[src/rtl/ppfd_pkg.sv]
package ppfd_pkg;
  typedef enum logic [1:0] {
    MODE_NORMAL = 2'b00,
    MODE_FD1    = 2'b01,
    MODE_FD2    = 2'b10,
    MODE_RSVD   = 2'b11
  } mode_e;

  typedef enum logic [1:0] {
    SEL_DATA   = 2'd0,
    SEL_STATUS = 2'd1,
    SEL_CTRL   = 2'd2,
    SEL_NONE   = 2'd3
  } regsel_e;

  // "no cable" readback constants
  localparam logic [7:0] NOCAB_STATUS = 8'h48;
  localparam logic [7:0] NOCAB_CTRL   = 8'h04;
endpackage

[src/rtl/ppfd_rst_sync.sv]
module ppfd_rst_sync #(
  parameter int STAGES = 2
) (
  input  logic clk,
  input  logic rst_n,
  output logic rst_sync_n
);
  logic [STAGES-1:0] sync_q;
  logic [STAGES-1:0] sync_d;

  always_comb begin
    sync_d = {sync_q[STAGES-2:0], 1'b1};
  end

  always_ff @(posedge clk or negedge rst_n) begin
    if (!rst_n) sync_q <= '0;
    else        sync_q <= sync_d;
  end

  assign rst_sync_n = sync_q[STAGES-1];
endmodule

[src/rtl/ppfd_mode_reg.sv]
module ppfd_mode_reg
  import ppfd_pkg::*;
(
  input  logic       clk,
  input  logic       rst_n,
  input  logic       cfg_wr,
  input  logic [1:0] cfg_wdata,
  output logic [1:0] mode_raw,
  output logic       fd_active,
  output logic       route_d0,
  output logic       route_d1
);
  logic [1:0] mode_q;
  logic [1:0] mode_d;
  logic       mode_en;

  always_comb begin
    mode_en = cfg_wr;
    mode_d  = cfg_wdata;
  end

  always_ff @(posedge clk or negedge rst_n) begin
    if (!rst_n)       mode_q <= MODE_NORMAL;
    else if (mode_en) mode_q <= mode_d;
  end

  always_comb begin
    fd_active = 1'b0;
    route_d0  = 1'b0;
    route_d1  = 1'b0;
    unique case (mode_q)
      MODE_FD1: begin
        fd_active = 1'b1;
        route_d1  = 1'b1;
      end
      MODE_FD2: begin
        fd_active = 1'b1;
        route_d0  = 1'b1;
        route_d1  = 1'b1;
      end
      default: ;
    endcase
  end

  assign mode_raw = mode_q;
endmodule

[src/rtl/ppfd_data_latch.sv]
module ppfd_data_latch #(
  parameter int DATA_W = 8
) (
  input  logic              clk,
  input  logic              rst_n,
  input  logic              wr_en,
  input  logic [DATA_W-1:0] wdata,
  output logic [DATA_W-1:0] data_q
);
  logic [DATA_W-1:0] data_d;
  logic              data_en;

  always_comb begin
    data_en = wr_en;
    data_d  = wdata;
  end

  always_ff @(posedge clk or negedge rst_n) begin
    if (!rst_n)       data_q <= '0;
    else if (data_en) data_q <= data_d;
  end
endmodule

[src/rtl/ppfd_readback.sv]
module ppfd_readback
  import ppfd_pkg::*;
#(
  parameter int DATA_W = 8
) (
  input  logic              fd_active,
  input  logic [1:0]        reg_sel,
  input  logic [DATA_W-1:0] echo_data,
  input  logic [DATA_W-1:0] eng_data_rd,
  input  logic [DATA_W-1:0] eng_status_rd,
  input  logic [DATA_W-1:0] eng_ctrl_rd,
  output logic [DATA_W-1:0] rdata
);
  always_comb begin
    rdata = '0;
    unique case (reg_sel)
      SEL_DATA:   rdata = fd_active ? echo_data : eng_data_rd;
      SEL_STATUS: rdata = fd_active ? DATA_W'(NOCAB_STATUS) : eng_status_rd;
      SEL_CTRL:   rdata = fd_active ? DATA_W'(NOCAB_CTRL) : eng_ctrl_rd;
      default:    rdata = '0;
    endcase
  end
endmodule

[src/rtl/ppfd_pin_mux.sv]
module ppfd_pin_mux #(
  parameter int PIN_W = 17,
  parameter int FD_W  = 10
) (
  input  logic             fd_active,
  input  logic             eng_enable,
  input  logic             float_ded,
  input  logic [PIN_W-1:0] eng_pin_out,
  input  logic [PIN_W-1:0] eng_pin_oe,
  input  logic [PIN_W-1:0] fdc_pin_out,
  input  logic [PIN_W-1:0] fdc_pin_oe,
  input  logic [FD_W-1:0]  fdc_oe,
  output logic [PIN_W-1:0] pp_pin_out,
  output logic [PIN_W-1:0] pp_pin_oe,
  output logic [FD_W-1:0]  fd_pin_oe
);
  for (genvar p = 0; p < PIN_W; p++) begin : g_pin
    always_comb begin
      if (fd_active) begin
        pp_pin_out[p] = fdc_pin_out[p];
        pp_pin_oe[p]  = fdc_pin_oe[p];
      end else begin
        pp_pin_out[p] = eng_pin_out[p];
        pp_pin_oe[p]  = eng_pin_oe[p] & eng_enable;
      end
    end
  end

  for (genvar f = 0; f < FD_W; f++) begin : g_ded
    assign fd_pin_oe[f] = fdc_oe[f] & ~float_ded;
  end
endmodule

[src/rtl/ppfd_pinshare.sv]
module ppfd_pinshare
  import ppfd_pkg::*;
#(
  parameter int PIN_W  = 17,
  parameter int FD_W   = 10,
  parameter int DATA_W = 8
) (
  input  logic              clk,
  input  logic              rst_n,
  input  logic              cfg_wr,
  input  logic [1:0]        cfg_wdata,
  output logic [1:0]        cfg_mode,
  input  logic [1:0]        reg_sel,
  input  logic              reg_wr,
  input  logic [DATA_W-1:0] reg_wdata,
  output logic [DATA_W-1:0] reg_rdata,
  output logic              eng_reg_wr,
  input  logic [DATA_W-1:0] eng_data_rd,
  input  logic [DATA_W-1:0] eng_status_rd,
  input  logic [DATA_W-1:0] eng_ctrl_rd,
  input  logic              eng_enable,
  input  logic [PIN_W-1:0]  eng_pin_out,
  input  logic [PIN_W-1:0]  eng_pin_oe,
  input  logic [PIN_W-1:0]  fdc_pin_out,
  input  logic [PIN_W-1:0]  fdc_pin_oe,
  input  logic [FD_W-1:0]   fdc_out,
  input  logic [FD_W-1:0]   fdc_oe,
  input  logic              drv_sel_en,
  input  logic              drv_sel_num,
  output logic [PIN_W-1:0]  pp_pin_out,
  output logic [PIN_W-1:0]  pp_pin_oe,
  output logic [FD_W-1:0]   fd_pin_out,
  output logic [FD_W-1:0]   fd_pin_oe
);
  logic              rst_sync_n;
  logic              fd_active;
  logic              route_d0;
  logic              route_d1;
  logic              float_ded;
  logic              data_wr;
  logic [DATA_W-1:0] echo_q;

  ppfd_rst_sync #(.STAGES(2)) u_rst (
    .clk        (clk),
    .rst_n      (rst_n),
    .rst_sync_n (rst_sync_n)
  );

  ppfd_mode_reg u_mode (
    .clk       (clk),
    .rst_n     (rst_sync_n),
    .cfg_wr    (cfg_wr),
    .cfg_wdata (cfg_wdata),
    .mode_raw  (cfg_mode),
    .fd_active (fd_active),
    .route_d0  (route_d0),
    .route_d1  (route_d1)
  );

  assign data_wr = reg_wr & (reg_sel == SEL_DATA);

  ppfd_data_latch #(.DATA_W(DATA_W)) u_echo (
    .clk    (clk),
    .rst_n  (rst_sync_n),
    .wr_en  (data_wr),
    .wdata  (reg_wdata),
    .data_q (echo_q)
  );

  ppfd_readback #(.DATA_W(DATA_W)) u_rb (
    .fd_active     (fd_active),
    .reg_sel       (reg_sel),
    .echo_data     (echo_q),
    .eng_data_rd   (eng_data_rd),
    .eng_status_rd (eng_status_rd),
    .eng_ctrl_rd   (eng_ctrl_rd),
    .rdata         (reg_rdata)
  );

  // a routed drive being selected floats the dedicated pins
  always_comb begin
    float_ded = fd_active & drv_sel_en & (drv_sel_num ? route_d1 : route_d0);
  end

  ppfd_pin_mux #(.PIN_W(PIN_W), .FD_W(FD_W)) u_mux (
    .fd_active   (fd_active),
    .eng_enable  (eng_enable),
    .float_ded   (float_ded),
    .eng_pin_out (eng_pin_out),
    .eng_pin_oe  (eng_pin_oe),
    .fdc_pin_out (fdc_pin_out),
    .fdc_pin_oe  (fdc_pin_oe),
    .fdc_oe      (fdc_oe),
    .pp_pin_out  (pp_pin_out),
    .pp_pin_oe   (pp_pin_oe),
    .fd_pin_oe   (fd_pin_oe)
  );

  assign fd_pin_out = fdc_out;
  assign eng_reg_wr = reg_wr & ~fd_active;
endmodule

[config.mk]
export PLATFORM = sky130hd
export DESIGN_NAME = ppfd_pinshare
export DESIGN_NICKNAME = d
export VERILOG_FILES = /design/src/rtl/ppfd_pkg.sv /design/src/rtl/ppfd_rst_sync.sv /design/src/rtl/ppfd_mode_reg.sv /design/src/rtl/ppfd_data_latch.sv /design/src/rtl/ppfd_readback.sv /design/src/rtl/ppfd_pin_mux.sv /design/src/rtl/ppfd_pinshare.sv
export SDC_FILE = /design/constraint.sdc
export NUM_CORES = 1
export LEC_CHECK = 0
export CORE_AREA = 2 2 76 78
export DETAILED_ROUTE_END_ITERATION = 10
export DIE_AREA = 0 0 78 80
export GPL_ROUTABILITY_DRIVEN = 0
export HOLD_SLACK_MARGIN = 0.08
export PLACE_DENSITY = 0.83
export SYNTH_ARGS = -nofsm -noshare
export SYNTH_HDL_FRONTEND = slang
export SYNTH_SLANG_ARGS = --single-unit
[constraint.sdc]
create_clock -name clk -period 3.8 [get_ports clk]
set_input_delay 0.38 -clock clk [delete_from_list [all_inputs] [get_ports clk]]
set_output_delay 0.38 -clock clk [all_outputs]
set_load 0.01 [all_outputs]
Yosys cells after proc, flatten, opt, wreduce, memory -nomap -nowiden
Index checks and enable logic that the tools add are counted.

word-level totals
  input bits = 131
  output and inout bits = 65
  register bits after elaboration = 12

operators by class
  equality and inequality tests = 4
  bitwise operators = 33
  multiplexer cells = 41
  reduce and logical (&&, ||, !) cells = 2

operators by type and width
  cell                number
  $mux 1              37
  $and 1x1->1         31
  $mux 8              3
  $pmux 8 s3          1
  $eq 2x1->1 const B  2
  $eq 2x2->1 const B  2
  $logic_not 2->1     1
  $not 1->1           2
  $reduce_or 2->1     1

Longest topological paths before layout
  depth after elaboration = 7
  mapped depth = 7
  gate-level depth less buffers = 5

Cells and area by module
A second synthesis with hierarchy kept.

unflattened totals
  cells, all modules = 136
  area total of the unflattened synthesis = 1452.6 um^2

by module, submodules not included
  module           cells each  area an instance (um^2)  sequential area each (um^2)  times used
  ppfd_pin_mux     53          481.7                    0.0                          1
  ppfd_readback    40          379.1                    0.0                          1
  ppfd_data_latch  17          331.6                    200.2                        1
  ppfd_pinshare    15          106.4                    0.0                          1
  ppfd_mode_reg    8           100.1                    50.0                         1
  ppfd_rst_sync    3           53.8                     50.0                         1

Worst setup path before layout
No wires, ideal clock.

  path kind = register to output
  from = reg u_mode.mode_q[0], in the netlist u_mode.mode_raw[0]
  to = out pp_pin_out[10]
  arrival = 1.526 ns
  setup slack = 1.894 ns
  buffers on the path = 2
  stages on the path, launching flop included = 6
  path through = dfrtp_1 inv_1 ha_1 buf_2 buf_2 mux2_2

between the ends
  longest elaborated chain between the ends = 4
  elaborated cells between the ends (all ways) = 5
  those cells by class = eq/ne (2); mux (2); reduce/logical (1)

RTL lines
  element                                          line                 text
  from (decl)                                      ppfd_mode_reg.sv:13  logic [1:0] mode_q;
  from (signal assigned)                           ppfd_mode_reg.sv:24  else if (mode_en) mode_q <= mode_d;
  $eq 2x1->1 / $eq 2x2->1 (equally long branches)  ppfd_mode_reg.sv:31  unique case (mode_q)
  $reduce_or 2->1 (no line) *                      -
  $mux 1 *                                         ppfd_mode_reg.sv:31
  $mux 1 *                                         ppfd_pin_mux.sv:19   if (fd_active) begin
  to (decl)                                        ppfd_pinshare.sv:30  output logic [PIN_W-1:0] pp_pin_out,

Mark *: on every way between the ends. The rest lies on a longest branch, timed or not.

Worst setup path in the final report
  from = reg u_mode.mode_q[0], in the netlist u_mode.mode_raw[0]
  to = out fd_pin_oe[4]

between the ends
  longest elaborated chain between the ends = 7
  elaborated cells between the ends (all ways) = 10
  those cells by class = eq/ne (2); mux (3); bitwise (4); reduce/logical (1)

RTL lines
  element                                          line                 text
  $eq 2x1->1 / $eq 2x2->1 (equally long branches)  ppfd_mode_reg.sv:31
  $reduce_or 2->1 (no line)                        -
  $mux 1                                           ppfd_mode_reg.sv:31
  $and 1x1->1 / $mux 1 (equally long branches)     ppfd_pinshare.sv:82  float_ded = fd_active & drv_sel_en & (drv_sel_num ? route_d1 : route_d0);
  $and 1x1->1 *                                    ppfd_pinshare.sv:82
  $not 1->1 *                                      ppfd_pin_mux.sv:30   assign fd_pin_oe[f] = fdc_oe[f] & ~float_ded;
  $and 1x1->1 *                                    ppfd_pin_mux.sv:30
  to (decl)                                        ppfd_pinshare.sv:33  output logic [FD_W-1:0] fd_pin_oe

Marks and branches as above.

==> impl_metrics.yaml <==
worst_setup_path:
  r2r.worst_path.cells: 1
  cp.required_ns: 3.42
  startpoint: "u_mode.mode_raw[0]$_DFFE_PN0P_"
  startpoint_type: "flop"
  worstPathArrival_ns: 2.68
  r2r_setup_slack_ns: 3.01
  cp-endpoint: "fd_pin_oe[4]"
  crit_type: "flop to output port"
  crit_fanout: 19
  regToRegEndpoint: "u_mode.mode_raw[1]$_DFFE_PN0P_"
  r2r-start: "u_mode.mode_raw[1]$_DFFE_PN0P_"
  endpoint_kind: "output port"
final_layout:
  final_cells: 361
  drive_gt1_frac: 0.107
  multiInputGateArea_um2: 802
  area_growth_pct: 141
  nets: 423
  num-fill-cells: 467
  diodes: 0
  regArea_um2: 300
sta:
  tns_ns: 0
  worstMarginPinSlew_ns: 0.620
  post-route-period-util: 0.804
  hold_viol_final: 0
  clock-skew-final_ns: 0.00333
  fin_crit_ns: 3.06
  max_slew_margin: 0.586
  drv_slew: 0
  hold_ws_ns: 0.162
  fmax_mhz: 327
  setup_violations: 0
  rsz0062_at_grt: "no"
  setup_slack_ns: 0.744
grt:
  overflow: 0
  grt_start_max_net_pins: 36
  grt_use_total: 0.180
  grt_pass1_vias: 1715
  antenna_found_initial: 0
  grt_pass1_wl_um: 8720
logic_synthesis:
  synth_top_area_cell: "dfrtp_1"
  postSynthAreaPerCell_um2: 9.59
  postSynth.asyncResetShare: 1.00
  synthFlopType: "dfrtp_1"
  synth-seq-cells: 12
  syn_inst: 130
  synth_area_leaders: "dfrtp_1, mux2_2, a22o_1"
  synth_edf_count: 0
  syn_nets: 262
  synth_top_area_frac: 0.241
  ys_seq_area_frac: 0.241
  netlist_area_mm2: 0.00125
  ys_types: 25
  synth_warnings: 0
routing:
  vias_per_cell: 4.41
  drt_wl_total_um: 5940
  drt_iter0_markers: 17
  post_drt_wl_per_cell_um: 16.5
  via_count: 1591
  ant_nets: 0
  drcViolationCount: 0
  dr.pass1.iters: 5
flow_run:
  max-cap-violations: 0
cts:
  cts_num_sinks: 12
  cts-root-buf: "clkbuf_8"
  cts_inserted_buffers: 3
  cts_tree: "built"
  cts-resized-gates: 0
  insertion_delay_ns: 0.23
  cts_max_path_buffers: 2
  cts.clk_slew.worst_paths_ns: 0.05
  htreeDepth: 1
  post_cts_buffers: 0
  ctsHoldBuffers: 0
floorplan:
  ios: 196
  dieArea_mm2: 0.00624
  initial_core_util: 0.231
  core-area_mm2: 0.00541
  die_w_um: 78
  placementRows: 27
  die_h_um: 80
placed_design:
  dp.cells: 358
  dp_slack_ns: 0.917
  io_buffers: 175
  dp_hpwl_um: 5200
power:
  leakage_nw: 1.16
  finalPower_mw: 0.787
  power_density_mw_per_mm2: 262
  ir_worst_vdd_uv: 213
outcome:
  outcome: "complete, no violations"
worst_hold_path:
  hold_path.class: "flop to async pin"
==> worst min-delay path by stage <==
| stage | endpoint | depth (start not counted) | slack [ns] |
|---|---|---|---|
| 6_report | u_mode.mode_raw[1]$_DFFE_PN0P_ | 0 | 0.16 |
| 5_1_grt | u_echo.data_q[6]$_DFFE_PN0P_ | 0 | 0.20 |
| 4_1_cts | u_mode.mode_raw[1]$_DFFE_PN0P_ | 0 | 0.17 |
| 3_5_place_dp | u_echo.data_q[4]$_DFFE_PN0P_ | 0 | 0.17 |
| 3_3_place_gp | u_echo.data_q[6]$_DFFE_PN0P_ | 0 | 0.17 |
| 2_1_floorplan | u_rst.sync_q[0]$_DFF_PN0_ | 0 | 0.08 |
==> cells in the mapped netlist (2+ instances only) <==
| cell type | count |
|---|---|
| nand3_1 | 3 |
| mux2i_1 | 6 |
| o21ai_0 | 12 |
| mux2_1 | 2 |
| inv_1 | 3 |
| buf_4 | 11 |
| and2_1 | 11 |
| a32oi_1 | 5 |
| o211ai_1 | 2 |
| clkbuf_1 | 4 |
| buf_2 | 4 |
| a22o_1 | 16 |
| mux2_2 | 26 |
| dfrtp_1 | 12 |
| nand3b_1 | 2 |
| nand2_1 | 2 |
==> metrics by stage <==
step / area (µm²) / util
floorplan: 1250 / -
global placement: 2970 / 0.549
detailed placement: 2970 / 0.549
CTS: 3010 / 0.556
global route: 3010 / 0.556
finish: 3010 / 0.556
==> sequential cells by signal (all words and copies together), names as in the netlist <==
signal,flops
u_echo.data_q,8
u_mode.mode_raw,2
u_rst.sync_q,2
==> critical path, cell delays in order (launching register included) <==
cell	delay [ns]
dfrtp_1	0.35
inv_1	0.06
ha_1	0.34
clkinv_1	0.43
o211ai_1	0.49
and2_1	0.22
clkdlybuf4s50_1	0.54
==> power by group <==
group          internal (mW)  switching [mW]  total, mW  leakage (nW)
combinational          0.333           0.185      0.518          1.00
clock                 0.0693          0.0402      0.109        0.0216
sequential             0.147          0.0120      0.159         0.142
==> per-layer routing <==
metal | track usage | vias to the layer above | wire, µm | share of wire
met1 | 0.185 | 708 | 2120 | 0.36
met4 | 0.0298 | 0 | 9 | 0.0015
li1 | - | 793 | - | -
met2 | 0.372 | 88 | 3350 | 0.56
met5 | 0 | - | 0 | 0
met3 | 0.0373 | 2 | 463 | 0.078
==> logic make-up (layout without fill, tap and decap cells) <==
logic type | count (synthesis) | count (layout) | synth area share
buf+inv | 24 | 183 | 0.115
compound gates | 35 | 35 | 0.208
mux | 34 | 34 | 0.301
simple gates | 23 | 23 | 0.121
fa+ha+maj | 1 | 1 | 0.0100
flops | 12 | 12 | 0.241
other cells | 1 | 1 | 0.00301
==> final cells by class <==
cell class / instances / share of cell area
Timing Repair Buffer: 176 / 0.585
Clock buffer: 3 / 0.0137
Sequential cell: 12 / 0.0998
Inverter: 4 / 0.00499
Tap cell: 72 / 0.0300
Multi-Input combinational cell: 94 / 0.267
==> cell usage in the layout, fill, tap and decap left out, drive strengths merged, types with 5 or more instances in the layout <==
master | Yosys | layout
clkdlybuf4s50 | 0 | 175
mux2 | 28 | 28
a22o | 16 | 16
o21ai | 12 | 12
dfrtp | 12 | 12
and2 | 11 | 11
mux2i | 6 | 6
a32oi | 5 | 5
Note: power is estimated with default switching activity, not from simulation.
